### config.mk
export PLATFORM = sky130hd
export DESIGN_NAME = periodic_irq_timer
export DESIGN_NICKNAME = d
export VERILOG_FILES = /design/src/rtl/pit_pkg.sv /design/src/rtl/pit_ctrl.sv /design/src/rtl/pit_datapath.sv /design/src/rtl/periodic_irq_timer.sv
export SDC_FILE = /design/constraint.sdc
export NUM_CORES = 1
export LEC_CHECK = 0
export ABC_AREA = 1
export BUFFER_PORTS_ARGS = -buffer_cell sky130_fd_sc_hd__clkbuf_2
export CAP_MARGIN = 30
export CORE_ASPECT_RATIO = 1.75
export CORE_UTILIZATION = 30
export CTS_CLUSTER_SIZE = 40
export DETAILED_ROUTE_END_ITERATION = 6
export GPL_TIMING_DRIVEN = 0
export PLACE_DENSITY = 0.47
export REMOVE_ABC_BUFFERS = 1
export SYNTH_ARGS = -nofsm -noshare
export SYNTH_HDL_FRONTEND = slang
export SYNTH_SLANG_ARGS = --single-unit
### constraint.sdc
create_clock -name clk -period 2.2 [get_ports clk]
set_clock_uncertainty 0.05 [all_clocks]
set_input_delay 0.11 -clock clk [delete_from_list [all_inputs] [get_ports clk]]
set_output_delay 0.11 -clock clk [all_outputs]
set_load 0.01 [all_outputs]
### src/rtl/pit_pkg.sv
package pit_pkg;
  // strobes issued by the control section to the counting datapath
  typedef struct packed {
    logic restart;  // reload the counter from the write data
    logic tick;     // one (possibly prescaled) timer tick
    logic run;      // period is nonzero
  } pitStrobes_t;
endpackage

### src/rtl/pit_ctrl.sv
module pit_ctrl
  import pit_pkg::*;
#(
  parameter int COUNT_W      = 8,
  parameter int PRESCALE_DIV = 512
) (
  input  logic               clk,
  input  logic               rstN,
  input  logic               modePin,
  input  logic               wrEn,
  input  logic [COUNT_W:0]   wrData,
  input  logic               ackPulse,
  input  logic               expire,
  output pitStrobes_t        strobes,
  output logic [COUNT_W-1:0] periodVal,
  output logic               prescaleOn,
  output logic               irqPending
);
  logic runS;
  logic divDone;

  // control word: prescale default follows inverted strap during reset
  always_ff @(posedge clk) begin
    if (!rstN) begin
      prescaleOn <= ~modePin;
      periodVal  <= '0;
    end else if (wrEn) begin
      prescaleOn <= wrData[COUNT_W];
      periodVal  <= wrData[COUNT_W-1:0];
    end
  end

  assign runS = (periodVal != '0);

  generate
    if (PRESCALE_DIV > 1) begin : g_div
      localparam int DIV_W = $clog2(PRESCALE_DIV);
      localparam logic [DIV_W-1:0] DIV_LAST = DIV_W'(PRESCALE_DIV - 1);
      logic [DIV_W-1:0] divCnt;

      always_ff @(posedge clk) begin
        if (!rstN || wrEn || !runS || !prescaleOn) begin
          divCnt <= '0;
        end else if (divCnt == DIV_LAST) begin
          divCnt <= '0;
        end else begin
          divCnt <= divCnt + 1'b1;
        end
      end

      assign divDone = !prescaleOn || (divCnt == DIV_LAST);
    end else begin : g_nodiv
      assign divDone = 1'b1;
    end
  endgenerate

  assign strobes.restart = wrEn;
  assign strobes.run     = runS;
  assign strobes.tick    = runS && !wrEn && divDone;

  // sticky request; a fresh expiry wins over a simultaneous acknowledge
  always_ff @(posedge clk) begin
    if (!rstN) begin
      irqPending <= 1'b0;
    end else begin
      irqPending <= expire || (irqPending && !ackPulse);
    end
  end
endmodule

### src/rtl/pit_datapath.sv
module pit_datapath
  import pit_pkg::*;
#(
  parameter int COUNT_W = 8
) (
  input  logic               clk,
  input  logic               rstN,
  input  pitStrobes_t        strobes,
  input  logic [COUNT_W-1:0] periodVal,
  input  logic [COUNT_W-1:0] loadVal,
  output logic               expire
);
  localparam logic [COUNT_W-1:0] ONE = COUNT_W'(1);

  logic [COUNT_W-1:0] downCnt;

  always_ff @(posedge clk) begin
    if (!rstN) begin
      downCnt <= '0;
    end else if (strobes.restart) begin
      downCnt <= loadVal;
    end else if (strobes.tick) begin
      if (downCnt <= ONE) begin
        downCnt <= periodVal;
      end else begin
        downCnt <= downCnt - ONE;
      end
    end
  end

  assign expire = strobes.tick && strobes.run && (downCnt == ONE);
endmodule

### src/rtl/periodic_irq_timer.sv
module periodic_irq_timer
  import pit_pkg::*;
#(
  parameter int COUNT_W      = 8,
  parameter int PRESCALE_DIV = 512
) (
  input  logic             clk,
  input  logic             rstN,
  input  logic             modePin,
  input  logic             wrEn,
  input  logic [COUNT_W:0] wrData,
  output logic [COUNT_W:0] rdData,
  input  logic             ackPulse,
  output logic             irqPending
);
  pitStrobes_t        strobeS;
  logic [COUNT_W-1:0] periodS;
  logic               prescaleS;
  logic               expireS;
  logic               tickS;

  pit_ctrl #(.COUNT_W(COUNT_W), .PRESCALE_DIV(PRESCALE_DIV)) u_ctrl (
    .clk        (clk),
    .rstN       (rstN),
    .modePin    (modePin),
    .wrEn       (wrEn),
    .wrData     (wrData),
    .ackPulse   (ackPulse),
    .expire     (expireS),
    .strobes    (strobeS),
    .periodVal  (periodS),
    .prescaleOn (prescaleS),
    .irqPending (irqPending)
  );

  pit_datapath #(.COUNT_W(COUNT_W)) u_dp (
    .clk       (clk),
    .rstN      (rstN),
    .strobes   (strobeS),
    .periodVal (periodS),
    .loadVal   (wrData[COUNT_W-1:0]),
    .expire    (expireS)
  );

  assign tickS  = strobeS.tick;
  assign rdData = {prescaleS, periodS};
endmodule

==> impl_metrics.csv <==
group,metric,value,unit
routing,drtPass1Iterations,4,
finish,final_util,37.7,%
finish,regArea,556,um^2
finish,multi_input_area,793,um^2
sta,max-slew-margin-rel,61.7,%
finish,final_nets,252,
routing,wire_per_inst,13.5,um
routing,routed_wl,3830,um
clocking,insertion_delay,280,ps
min_path,hold_path.class,"primary input to flop",
finish,area_growth_syn_to_layout,18.6,%
place,pre_cts_slack,-121,ps
critical_path,cp-start-kind,"flop",
sta,timing.fmax,0.490,GHz
logic_synthesis,synthCells,207,
floorplan,die_h,93.1,um
logic_synthesis,ys_ff_latch,27,
sta,finalHoldViolCount,0,
power,p_seq_share,47.5,%
routing,drtAntennaViolNets,0,
clocking,cts_buffers,3,
global_routing,met3_usage,1.95,%
power,p_switching,0.398,mW
logic_synthesis,synth-compound-area-share,15.8,%
global_routing,busiest_layer,"met2",
critical_path,crit_required,2340,ps
logic_synthesis,synth_mux_area_share,0,%
logic_synthesis,ys_warn_count,0,
logic_synthesis,synth_top_family_by_area,"simple AND/OR/NAND/NOR gates",
routing,via_per_inst,4.86,
floorplan,initial_core_util,31.8,%
clocking,postCtsHoldBufs,0,
global_routing,grt_util_all_layers,15.6,%
clocking,cts_tree,"done",
logic_synthesis,synth-xor-area-share,1.85,%
floorplan,die_area,0.00504,mm^2
sta,fin_ws,157,ps
global_routing,grt_remaining_overflow,0,
global_routing,grt_pass1_vias,1194,
floorplan,rows,32,
finish,n_antenna_cell,0,
critical_path,worstReg2RegStart,"u_ctrl.g_div.divCnt[0]",
place,portBuffers,23,
logic_synthesis,avgSynthCellArea,6.88,um^2
power,leakagePower,0.753,nW
place,finalWeightedCongestion,0.802,
routing,drcViolationCount,0,
power,ir_drop,0.306,mV
critical_path,critPathCapture,"u_dp.downCnt[3]",
critical_path,cp-end-kind,"flop",
logic_synthesis,synthSimpleGateAreaFrac,31.2,%
place,hpwl,2790,um
logic_synthesis,syn-cell-area,0.00142,mm^2
sta,setup_viol,0,
clocking,htreeDepth,1,
logic_synthesis,yosysUniqueCellTypes,27,
global_routing,met1_usage,16.4,%
clocking,cts_sinks,27,
sta,tns,0,ps
clocking,clock-root-buffer,"clkbuf_8",
clocking,clock_path_buffers,2,
power,p_sw_share,34.4,%
finish,fill_cells,502,
power,power.internal,0.760,mW
sta,slew_viol_final,0,
critical_path,critPathArrivalTime,2180,ps
status,status,"finished clean",
clocking,clk_pin_slew_worst_paths,110,ps
power,combPwrFrac,26.2,%
power,power.density,685,mW/mm^2
global_routing,grt_use_met2,28.4,%
critical_path,critical_path_class,"flop to flop",
global_routing,antenna_found_initial,0,
critical_path,r2r_end,"u_dp.downCnt[3]",
global_routing,grt_max_degree,17,
sta,finalCritPeriodShare,92.8,%
floorplan,core_area,0.00448,mm^2
job,maxCapViolCount,0,
floorplan,fp.dieW,54.1,um
routing,drt_iter0_drc,25,
routing,vias,1380,
logic_synthesis,yosysSeqAreaShare,38.7,%
global_routing,grt_pass1_wl,5640,um
critical_path,crit_start,"u_ctrl.g_div.divCnt[0]",
critical_path,cp_max_fo,5,
logic_synthesis,synthAdderAreaFrac,3.51,%
sta,rsz0062_at_grt,"no",
power,clock_power_share,26.4,%
floorplan,io_pins,24,
critical_path,worstRegToRegCells,13,
sta,worstMarginPinSlew,574,ps
critical_path,r2r_slack,160,ps
sta,layout_min_cycle_time,2040,ps
finish,drive_gt1_share,18.5,%
## layer usage
| metal | share of wire [%] | wire (um) | up-vias |
|---|---|---|---|
| met4 | 2.7 | 104 | 0 |
| met5 | 0 | 0 | - |
| li1 | - | - | 717 |
| met3 | 3.7 | 140 | 8 |
| met1 | 40 | 1530 | 622 |
| met2 | 54 | 2060 | 33 |
## cells in the mapped netlist
master	n	area share, %
a21boi_0	6	3.2
a21o_1	1	0.53
a21oi_1	12	4.2
a21oi_4	1	1.1
buf_4	2	1.1
clkbuf_1	2	0.53
dfxtp_1	26	37
edfxtp_1	1	2.1
ha_1	4	3.5
inv_1	27	7.1
inv_2	1	0.26
nand2_1	49	13
nand2_2	2	0.88
nand3_1	17	6.0
nand4_1	2	0.88
nor2_1	28	7.4
nor2_2	1	0.44
nor2_4	1	0.79
nor3b_1	2	1.1
o21ai_0	9	3.2
o21ai_1	1	0.35
o21ai_2	1	0.62
o22ai_1	6	2.6
or2_0	1	0.44
or2_2	1	0.44
xnor2_1	1	0.62
xor2_1	2	1.2
## placed cells by master, fill, tap and decap left out, drive strengths merged
| cell | netlist | layout |
|---|---|---|
| xnor2 | 1 | 1 |
| inv | 28 | 28 |
| a21boi | 6 | 6 |
| or2 | 2 | 2 |
| nand4 | 2 | 2 |
| nand2 | 51 | 52 |
| nand3 | 17 | 17 |
| o22ai | 6 | 6 |
| clkinvlp | 0 | 1 |
| a21o | 1 | 1 |
| edfxtp | 1 | 1 |
| nor2 | 30 | 30 |
| o21ai | 11 | 12 |
| ha | 4 | 4 |
| clkbuf | 2 | 26 |
| dfxtp | 26 | 26 |
| xor2 | 2 | 2 |
| buf | 2 | 1 |
| a21oi | 13 | 13 |
| nor3b | 2 | 2 |
## per-stage QoR
| step | hold slack, ps | area [um^2] | power [mW] | cells |
|---|---|---|---|---|
| global route | 35.7 | 1690 | 1.22 | 284 |
| floorplan | 198 | 1400 | 0.762 | 203 |
| finish | 25.1 | 1690 | 1.16 | 284 |
| global placement | 324 | 1580 | 0.849 | 277 |
| CTS | 25.0 | 1640 | 1.15 | 281 |
| detailed placement | 325 | 1580 | 0.848 | 277 |
## power groups by stage
| stage | Sequential, mW | Clock, mW | Combinational [mW] |
|---|---|---|---|
| CTS | 0.550 | 0.314 | 0.290 |
| finish | 0.550 | 0.305 | 0.303 |
| global route | 0.555 | 0.325 | 0.339 |
| global placement | 0.561 | 0 | 0.288 |
| floorplan | 0.560 | 0 | 0.201 |
| detailed placement | 0.561 | 0 | 0.286 |
## kinds of logic after synthesis
group	Yosys count
compound gates	37
fa+ha+maj	4
simple gates	104
xor+xnor	3
buf+inv	32
flops	27
## state kept, by name, indices dropped and copies added (netlist names)
signal,cells
u_dp.downCnt,8
u_ctrl.prescaleOn,1
u_ctrl.g_div.divCnt,9
u_ctrl.irqPending,1
u_ctrl.periodVal,8
## worst max-delay path: stages (launching register included)
cell     delay, ps
dfxtp_4        380
ha_4           140
nand2_1         70
nor3b_2        200
nand2_1        100
nor2_1          90
ha_1           150
nor2_1          60
nor2_2         200
o21ai_4        140
nand2_4        110
nand3_1        100
nor2_1         110
nor2_1          50
## worst min path at each step
stage / slack [ps] / from / to / cells past startpoint
5_1_grt: 40 / wrData[1] / u_ctrl.periodVal[1] / 3
4_1_cts: 20 / wrData[7] / u_ctrl.periodVal[7] / 3
3_3_place_gp: 320 / wrData[7] / u_ctrl.periodVal[7] / 3
2_1_floorplan: 200 / rstN / u_dp.downCnt[0] / 2
6_report: 30 / ackPulse / u_ctrl.irqPending / 4
3_5_place_dp: 330 / wrData[7] / u_ctrl.periodVal[7] / 3
## area by class of cell
cell class / instances / share of cell area (%)
Timing Repair Buffer: 24 / 7.26
Clock buffer: 3 / 2.44
Inverter: 28 / 6.22
Sequential cell: 27 / 32.9
Tap cell: 51 / 3.78
Multi-Input combinational cell: 150 / 47.0
Clock inverter: 1 / 0.444
## what timing repair did
action	4_1_cts	5_1_grt
endpoints found under the setup margin	8	8
setup buffers	0	1
gates cloned	0	2
pin swaps	0	3
gates resized for setup	2	7
No activity file was read; power rests on OpenSTA's default activity.
